**config.mk**
```make
export PLATFORM = sky130hd
export DESIGN_NAME = wdt_guard
export DESIGN_NICKNAME = d
export VERILOG_FILES = /design/src/rtl/wdt_guard_pkg.sv /design/src/rtl/wdt_tick_sel.sv /design/src/rtl/wdt_chain.sv /design/src/rtl/wdt_ctrl.sv /design/src/rtl/wdt_guard.sv
export SDC_FILE = /design/constraint.sdc
export NUM_CORES = 1
export LEC_CHECK = 0
export BUFFER_PORTS_ARGS = -buffer_cell sky130_fd_sc_hd__buf_2
export CAP_MARGIN = 20
export CORE_ASPECT_RATIO = 0.9
export CORE_MARGIN = 2
export CORE_UTILIZATION = 40
export DETAILED_ROUTE_END_ITERATION = 10
export PLACE_DENSITY = 0.64
export REMOVE_ABC_BUFFERS = 1
export SYNTH_ARGS = -nofsm -noshare
export SYNTH_HDL_FRONTEND = slang
export SYNTH_SLANG_ARGS = --single-unit
export TNS_END_PERCENT = 1
```
**constraint.sdc**
```tcl
create_clock -name clk -period 3.19 [get_ports clk]
set_clock_uncertainty 0.1 [all_clocks]
set_input_delay 0.319 -clock clk [delete_from_list [all_inputs] [get_ports clk]]
set_output_delay 0.319 -clock clk [all_outputs]
set_load 0.02 [all_outputs]
```
**src/rtl/wdt_guard_pkg.sv**
```systemverilog
package wdt_guard_pkg;

    typedef enum logic [1:0] {
        SRC_OSC   = 2'd0,
        SRC_INSTR = 2'd1,
        SRC_RTC   = 2'd2,
        SRC_NONE  = 2'd3
    } wdt_src_e;

    typedef enum logic [2:0] {
        ST_OFF  = 3'd0,
        ST_RUN  = 3'd1,
        ST_HALT = 3'd2,
        ST_CHIP = 3'd3,
        ST_WARM = 3'd4
    } wdt_state_e;

    localparam int NUM_SRC = 4;

endpackage

```
**src/rtl/wdt_tick_sel.sv**
```systemverilog
module wdt_tick_sel
    import wdt_guard_pkg::*;
(
    input  logic       clk,
    input  logic       rst_n,
    input  logic [1:0] src_sel,
    input  logic       halted,
    input  logic       osc_tick,
    input  logic       instr_tick,
    input  logic       rtc_tick,
    output logic       tick,
    output logic       src_chg
);

    logic [NUM_SRC-1:0] src_vec;
    logic [1:0]         src_q;

    for (genvar g = 0; g < NUM_SRC; g++) begin : g_src
        if (g == int'(SRC_OSC)) begin : g_osc
            assign src_vec[g] = osc_tick;
        end else if (g == int'(SRC_INSTR)) begin : g_instr
            // instruction clock stops with the core
            assign src_vec[g] = instr_tick & ~halted;
        end else if (g == int'(SRC_RTC)) begin : g_rtc
            assign src_vec[g] = rtc_tick;
        end else begin : g_none
            assign src_vec[g] = 1'b0;
        end
    end

    always_ff @(posedge clk or negedge rst_n) begin
        if (!rst_n) begin
            src_q <= 2'd0;
        end else begin
            src_q <= src_sel;
        end
    end

    assign src_chg = (src_sel != src_q);
    assign tick    = src_vec[src_sel];

    AST_NONE_SILENT: assert property (@(posedge clk) disable iff (!rst_n)
        (src_sel == SRC_NONE) |-> !tick);

endmodule

```
**src/rtl/wdt_chain.sv**
```systemverilog
module wdt_chain #(
    parameter int PRE_W = 8,
    parameter int CNT_W = 8
) (
    input  logic                   clk,
    input  logic                   rst_n,
    input  logic                   en,
    input  logic                   restart,
    input  logic                   clr,
    input  logic                   tick,
    output logic                   ovf,
    output logic [PRE_W+CNT_W-1:0] level
);

    localparam logic [PRE_W-1:0] PRE_MAX = '1;
    localparam logic [CNT_W-1:0] CNT_MAX = '1;

    logic [PRE_W-1:0] pre_q;
    logic [CNT_W-1:0] cnt_q;
    logic             pre_carry;

    assign pre_carry = tick && (pre_q == PRE_MAX);
    assign ovf       = en && !restart && !clr && pre_carry && (cnt_q == CNT_MAX);
    assign level     = {cnt_q, pre_q};

    always_ff @(posedge clk or negedge rst_n) begin
        if (!rst_n) begin
            pre_q <= '0;
            cnt_q <= '0;
        end else if (!en || restart) begin
            pre_q <= '0;
            cnt_q <= '0;
        end else begin
            if (tick) begin
                pre_q <= pre_q + 1'b1;
            end
            if (clr) begin
                cnt_q <= '0;
            end else if (pre_carry) begin
                cnt_q <= cnt_q + 1'b1;
            end
        end
    end

    AST_OVF_EMPTIES: assert property (@(posedge clk) disable iff (!rst_n)
        ovf |=> (level == '0));

    AST_CLR_KEEPS_PRE: assert property (@(posedge clk) disable iff (!rst_n)
        (en && !restart && clr) |=> (cnt_q == '0) && (pre_q == $past(pre_q) + $past({{(PRE_W-1){1'b0}}, tick})));

    AST_RESTART_EMPTIES: assert property (@(posedge clk) disable iff (!rst_n)
        (en && restart) |=> (level == '0));

endmodule

```
**src/rtl/wdt_ctrl.sv**
```systemverilog
module wdt_ctrl
    import wdt_guard_pkg::*;
(
    input  logic clk,
    input  logic rst_n,
    input  logic en,
    input  logic halted,
    input  logic ovf,
    input  logic wdt_clr,
    input  logic to_clr,
    output logic chip_rst_req,
    output logic warm_rst_req,
    output logic to_flag
);

    wdt_state_e state_q, state_d;
    wdt_state_e park;
    logic       to_q;

    assign park = halted ? ST_HALT : ST_RUN;

    always_ff @(posedge clk or negedge rst_n) begin
        if (!rst_n) begin
            state_q <= ST_OFF;
        end else begin
            state_q <= state_d;
        end
    end

    always_comb begin
        state_d = state_q;
        unique case (state_q)
            ST_OFF: begin
                state_d = en ? park : ST_OFF;
            end
            ST_RUN, ST_HALT, ST_CHIP, ST_WARM: begin
                if (!en) begin
                    state_d = ST_OFF;
                end else if (ovf) begin
                    state_d = halted ? ST_WARM : ST_CHIP;
                end else begin
                    state_d = park;
                end
            end
            default: state_d = ST_OFF;
        endcase
    end

    always_comb begin
        chip_rst_req = 1'b0;
        warm_rst_req = 1'b0;
        unique case (state_q)
            ST_CHIP: chip_rst_req = 1'b1;
            ST_WARM: warm_rst_req = 1'b1;
            default: begin
                chip_rst_req = 1'b0;
                warm_rst_req = 1'b0;
            end
        endcase
    end

    always_ff @(posedge clk or negedge rst_n) begin
        if (!rst_n) begin
            to_q <= 1'b0;
        end else if (en) begin
            if (ovf && !halted) begin
                to_q <= 1'b1;
            end else if (wdt_clr || to_clr) begin
                to_q <= 1'b0;
            end
        end
    end

    assign to_flag = to_q;

    AST_ONE_REQ: assert property (@(posedge clk) disable iff (!rst_n)
        !(chip_rst_req && warm_rst_req));

    AST_CHIP_PULSE: assert property (@(posedge clk) disable iff (!rst_n)
        chip_rst_req |=> !chip_rst_req);

    AST_TO_WITH_CHIP: assert property (@(posedge clk) disable iff (!rst_n)
        chip_rst_req |-> to_flag);

    AST_WARM_PULSE: assert property (@(posedge clk) disable iff (!rst_n)
        warm_rst_req |=> !warm_rst_req);

    AST_TO_ONLY_CHIP: assert property (@(posedge clk) disable iff (!rst_n)
        $rose(to_flag) |-> chip_rst_req);

    AST_OFF_QUIET: assert property (@(posedge clk) disable iff (!rst_n)
        !en |=> (!chip_rst_req && !warm_rst_req && $stable(to_flag)));

endmodule

```
**src/rtl/wdt_guard.sv**
```systemverilog
module wdt_guard
    import wdt_guard_pkg::*;
#(
    parameter int PRE_W = 8,
    parameter int CNT_W = 8
) (
    input  logic       clk,
    input  logic       rst_n,
    input  logic       wdt_en,
    input  logic [1:0] src_sel,
    input  logic       halted,
    input  logic       osc_tick,
    input  logic       instr_tick,
    input  logic       rtc_tick,
    input  logic       wdt_clr,
    input  logic       to_clr,
    output logic       chip_rst_req,
    output logic       warm_rst_req,
    output logic       to_flag
);

    localparam int LVL_W = PRE_W + CNT_W;

    logic             tick;
    logic             src_chg;
    logic             ovf;
    logic [LVL_W-1:0] level;

    wdt_tick_sel u_sel (
        .clk        (clk),
        .rst_n      (rst_n),
        .src_sel    (src_sel),
        .halted     (halted),
        .osc_tick   (osc_tick),
        .instr_tick (instr_tick),
        .rtc_tick   (rtc_tick),
        .tick       (tick),
        .src_chg    (src_chg)
    );

    wdt_chain #(
        .PRE_W (PRE_W),
        .CNT_W (CNT_W)
    ) u_chain (
        .clk     (clk),
        .rst_n   (rst_n),
        .en      (wdt_en),
        .restart (src_chg),
        .clr     (wdt_clr),
        .tick    (tick),
        .ovf     (ovf),
        .level   (level)
    );

    wdt_ctrl u_ctrl (
        .clk          (clk),
        .rst_n        (rst_n),
        .en           (wdt_en),
        .halted       (halted),
        .ovf          (ovf),
        .wdt_clr      (wdt_clr),
        .to_clr       (to_clr),
        .chip_rst_req (chip_rst_req),
        .warm_rst_req (warm_rst_req),
        .to_flag      (to_flag)
    );

    AST_INSTR_FREEZE: assert property (@(posedge clk) disable iff (!rst_n)
        (wdt_en && halted && src_sel == SRC_INSTR && !src_chg && !wdt_clr) |=> $stable(level));

    AST_OFF_EMPTY: assert property (@(posedge clk) disable iff (!rst_n)
        !wdt_en |=> (level == '0));

endmodule

```
# Yosys cells after proc, flatten, opt, wreduce, memory -nomap -nowiden
# Index checks and enable logic that the tools add are counted.
# W data, S select, Z words.
[classes]
magnitude_cmp = 1
add_sub_neg = 2
eq_ne = 7
n_reduce_logical = 18
bitwise_logic = 2
mux = 17
[ops]
columns = ["cell", "count"]
rows = [
  ["$mux W8", 5],
  ["$add A8 B1 Y8 const B", 2],
  ["$eq A8 B8 Y1 const B", 2],
  ["$mux W3", 4],
  ["$eq A3 B2 Y1 const B", 2],
  ["$logic_and A1 B1 Y1", 6],
  ["$pmux W3 S2", 1],
  ["$mux W1", 5],
  ["$logic_not A1 Y1", 4],
  ["$reduce_bool A2 Y1", 2],
  ["$reduce_or A4 Y1", 1],
  ["$eq A3 B1 Y1 const B", 1],
  ["$eq A3 B3 Y1 const B", 1],
  ["$logic_not A3 Y1", 1],
  ["$lt A2 B3 Y1 const B", 1],
  ["$reduce_bool A3 Y1", 1],
  ["$bmux W1 S2", 1],
  ["$logic_or A1 B1 Y1", 2],
  ["$mux W2", 1],
  ["$ne A2 B2 Y1", 1],
  ["$reduce_and A2 Y1", 1],
  ["$and A1 B1 Y1", 1],
  ["$not A1 Y1", 1],
]
[totals]
output_inout_bits = 3
inputBits = 11
ff_bits = 22
elab_cells = 52

# Depth between registers and ports, before layout
[logic_depth]
word_depth = 10
depth_mapped = 8
ltp_nobuf = 8

# Hierarchy
# Synthesis repeated with hierarchy kept, for this count alone.
[unflattened]
hier_cells = 121
hier_area_um2 = 1207.4
[by_module_without_submodules]
columns = ["mod", "cells_per_inst", "seq_area_each_um2", "area_per_inst_um2", "n_inst"]
rows = [
  ["wdt_chain", 91, 400.4, 877.1, 1],
  ["wdt_ctrl", 20, 100.1, 226.5, 1],
  ["wdt_tick_sel", 10, 50.0, 103.8, 1],
]

# Least setup slack after synthesis
# OpenSTA, ideal clock, no wires.
[synth_timing]
path_type = "flip-flop to flip-flop"
startpoint = "register u_chain.pre_q[0]"
endpoint = "register u_ctrl.state_q[1]"
stages_incl_launch_ff = 9
required_time_ps = 3017
setup_time_ps = 73
synth_period_minus_slack_ps = 2283
n_path_buf = 0
arrival_ps = 2111
setup_slack_ps = 907
cell_sequence = "dfrtp_1 ha_1 and4_1 nand3_1 a2111oi_0 ha_1 nor3_1 a21oi_1 nor2b_1"
[synth_between]
elab_chain_len = 7
[synth_lines]
columns = ["element", "line", "text"]
rows = [
  ["start, declared", "wdt_chain.sv:18", "logic [PRE_W-1:0] pre_q;"],
  ["start signal, assigned", "wdt_chain.sv:35", "pre_q <= pre_q + 1'b1;"],
  ["$eq A8 B8 Y1", "wdt_chain.sv:22", "assign pre_carry = tick && (pre_q == PRE_MAX);"],
  ["$logic_and A1 B1 Y1", "wdt_chain.sv:22", ""],
  ["$logic_and A1 B1 Y1 (2 in a row)", "wdt_chain.sv:23", "assign ovf = en && !restart && !clr && pre_carry && (cnt_q == CNT_MAX);"],
  ["$mux W3", "wdt_ctrl.sv:39", "end else if (ovf) begin"],
  ["$mux W3", "wdt_ctrl.sv:37", "if (!en) begin"],
  ["$pmux W3 S2", "wdt_ctrl.sv:32", "unique case (state_q)"],
  ["named net u_ctrl.state_d[1]", "wdt_ctrl.sv:16", "wdt_state_e state_q, state_d;"],
  ["end signal, assigned", "wdt_ctrl.sv:26", "state_q <= state_d;"],
  ["end, declared", "wdt_ctrl.sv:16", ""],
]
# The timed path passes the listed nets, and every way through them passes these cells.
# A chain may end at the register's enable or synchronous reset.

# Worst setup path in the final report
# Ends and elaborated chain as after synthesis.

==> summary.md <==
| Metric | Value |
|---|---|
| Hpwl dp | `approximately 2300 um` |
| Crit path capture | `u_ctrl.state_q[1]` |
| Yosys top cell area share | `between 40% and 50%` |
| Post-synth EDFFs | `0` |
| Clock network fraction of total power | `37.1%` |
| P&R area growth vs syn | `12.9%` |
| CORE AREA | `between 3000 and 4000 um^2` |
| Final worst-path cycle share | `approximately four fifths` |
| CP Launch Type | `flip-flop` |
| Fin. max-slew vios | `0` |
| R2R cell count | `8` |
| Die Span Y | `slightly below 60 um` |
| Yosys Warn Count | `0` |
| Max Clock Freq | `around 390 MHz` |
| Final Hold Fails | `0` |
| H-tree levels | `1` |
| Most frequent cell on the critical path | `ha_1` |
| Total Neg Setup Slack | `0 ns` |
| Std cell rows | `20` |
| NetSw | `between 100 and 150 uW` |
| Longest Clk Path Bufs | `2` |
| Max-slew headroom | `about three fifths` |
| Clock Latency Late Sink | `approximately 0.26 ns` |
| Register share of total power | `between 50% and 60%` |
| Hold slack | `about 0.12 ns` |
| Routed wire per std cell | `15.7 um` |
| Top FF cell, synth | `dfrtp_1` |
| Area leader, netlist | `dfrtp_1` |
| Sw Share | `around 24%` |
| Full die area | `3880 um^2` |
| Clock-pin slew on the worst setup and hold paths | `0.08 ns` |
| Maxcap violations | `0` |
| CTS sink cnt | `22` |
| Initial antenna violation count | `0` |
| Final min period | `around 2.6 ns` |
| Sequential share of the synthesized area | `40.5%` |
| Internal | `slightly above 400 uW` |
| Crit path cell chain | `ha_1 > and4_1 > nand3_1 > a2111oi_0 > ha_1 > nor3_1 > a21oi_1 > nor2b_1` |
| Total Routing Usage GR | `19.1%` |
| Critical Path End Type | `flip-flop` |
| Root buffer cell | `clkbuf_8` |
| CP arrival | `between 2 and 3 ns` |
| DR iter-0 viols | `41` |
| Largest net degree at the start of global routing | `23` |
| Gpl congestion | `0.836` |
| Reg2reg setup slack | `0.61 ns` |
| Worst vdd ir | `approximately 0.22 mV` |
| Mean Syn Cell Area | `approximately 9.8 um^2` |
| Finished Cell Area | `around 1500 um^2` |
| Die width | `65.4 um` |
| CP startpoint | `u_chain.pre_q[0]` |
| Critical Path Fanout Max | `5` |
| Share of layout cells above drive strength 1 | `~16%` |
| # IOs | `14` |
| CTS tree | `built` |
| Synth Cell Area | `1360 um^2` |
| R2r endpoint | `u_ctrl.state_q[1]` |
| PortBufs | `13` |
| Worst-margin pin slew | `around 0.57 ns` |
| Post-CTS setup buffers | `0` |
| Drt drc | `0` |
| Initial core utilization | `roughly 41%` |
| Antenna Nets Post-Route | `0` |
| Post-DP Area | `1470 um^2` |
| Outcome | `finished clean` |
| Worst Min Path Start | `src_sel[0]` |
| Worst r2r src | `u_chain.pre_q[0]` |
| Nets@finish | `171` |
| First-pass GRT wire length | `approximately 5600 um` |
| 1st-pass router iterations | `4` |
| CP peak stage delay | `between 0.5 and 0.6 ns` |
| Worst Hold Class | `in -> reg` |
| # fillers | `around 330` |
| Async set-or-reset flop fraction in the synthesized netlist | `100%` |
| Synth unique cells | `45` |
| Vias | `1158` |
| PwrDens | `between 300 and 400 nW/um^2` |
| CTS buffer count | `3` |
| RSZ-0062 raised after global routing | `no` |
| Total power | `~540 uW` |
| Antenna Diode Count | `0` |
| Final setup vio count | `0` |
| Vias in the first global route | `1157` |
| Seq cells post-synth | `22` |
| Post-layout util | `roughly 46%` |
| Routed WL | `between 3000 and 4000 um` |
| Mapped Cells | `139` |
| Synth area leaders | `dfrtp_1 41%, mux2i_1 4.4%, ha_1 3.7%, nand4_1 3.7%, nand2_1 3.3%` |
| LEAKAGE | `between 0.0006 and 0.0007 uW` |
| Via/cell ratio | `a little under 6` |
| Worst setup path class | `reg -> reg` |
| Req. time, crit path | `~3.3 ns` |
| Logic pwr share | `roughly 10%` |
| Total gr overflow | `0` |
| Slowest-stage cell, CP | `a2111oi_0` |
[flip-flops by register name (all words and copies together), names as in the netlist]
register,flops
u_chain.cnt_q,8
u_chain.pre_q,8
u_ctrl.state_q,3
u_sel.src_q,2
u_ctrl.to_flag,1
[worst min-delay path by stage]
| stage | to | depth (start not counted) |
|---|---|---|
| after floorplan | u_chain.cnt_q[0] | 0 |
| after global placement | u_chain.pre_q[4] | 1 |
| after detailed placement | u_chain.pre_q[0] | 1 |
| after CTS | u_sel.src_q[0] | 1 |
| after global routing | u_sel.src_q[0] | 1 |
| final | u_sel.src_q[0] | 1 |
[cell usage in the layout, fill, tap and decap left out, types with 6 or more instances in the layout]
cell type,instances
o21ai_0,6
nand2_1,12
nand4_1,8
buf_2,13
nand3_1,6
nand2b_1,7
a21oi_1,6
mux2i_1,6
dfrtp_1,22
[synth_stat cells, types with 2 or more instances]
cell type and number:
a2111oi_0 4, a21oi_1 6, or4_1 2, dfrtp_1 22, and2_1 2, o31ai_1 2
o41a_1 3, and4_1 3, buf_2 2, nand4_1 8, nand2_1 12, nor3_1 2
ha_1 4, a2111o_1 2, nor4_1 2, a21boi_1 2, xor2_1 2, nand2b_1 7
nor2_1 4, o21a_1 3, mux2i_1 6, or3_1 2, o21ai_0 6, inv_1 4
nand3_1 6, and3_1 2
[per-stage QoR]
step | std cells | setup slack [ns]
6_report | 199 | 0.611
5_1_grt | 199 | 0.367
4_1_cts | 199 | 0.583
3_5_place_dp | 194 | 0.576
3_3_place_gp | 194 | 0.694
2_1_floorplan | 135 | 0.770
[what timing repair did]
action | 4_1_cts | 5_1_grt
hold endpoints to repair | 22 | 0
hold buffers | 1 | 0
gates resized for setup | 0 | 0
[worst max-delay path: cells and delay by family (launching register included)]
family	cells	cell delay, ns
AOI/OAI and AO/OA	2	0.61
adders and majority gates	2	0.60
DFF	1	0.41
and+or+nand+nor	4	0.78
[power by group through the flow]
stage | combinational (uW) | clock (uW) | sequential [uW]
after floorplan | 28.5 | 0 | 289
after global placement | 52.4 | 0 | 290
after detailed placement | 54.8 | 0 | 290
after CTS | 56.0 | 209 | 284
after global routing | 63.6 | 225 | 285
final | 55.7 | 201 | 284
[layout make-up]
cell class / instances / area [um^2] / share of cell area [%]
flip-flops and latches: 22 / 551 / 35.9
multi-input cells: 109 / 768 / 50.1
clock buffers: 4 / 55.1 / 3.59
inverters: 4 / 15.0 / 0.979
well taps: 44 / 55.1 / 3.59
repair buffers: 16 / 90.1 / 5.87
[logic make-up (layout without fill, tap and decap cells)]
logic type | Yosys count | in the layout | share of synthesized area, %
simple gates | 60 | 60 | 26.2
compound gates | 37 | 37 | 21.0
flops | 22 | 22 | 40.5
buf+inv | 8 | 24 | 2.95
mux | 6 | 6 | 4.42
fa+ha+maj | 4 | 4 | 3.68
xor+xnor | 2 | 2 | 1.29
[routing by layer]
| metal | global-route usage [%] | wire length, um |
|---|---|---|
| met2 | 32.5 | 1530 |
| met5 | 0 | 0 |
| met1 | 25.4 | 1470 |
| met3 | 3.99 | 81 |
| met4 | 3.57 | 26 |
No activity file was read; power rests on OpenSTA's default activity.
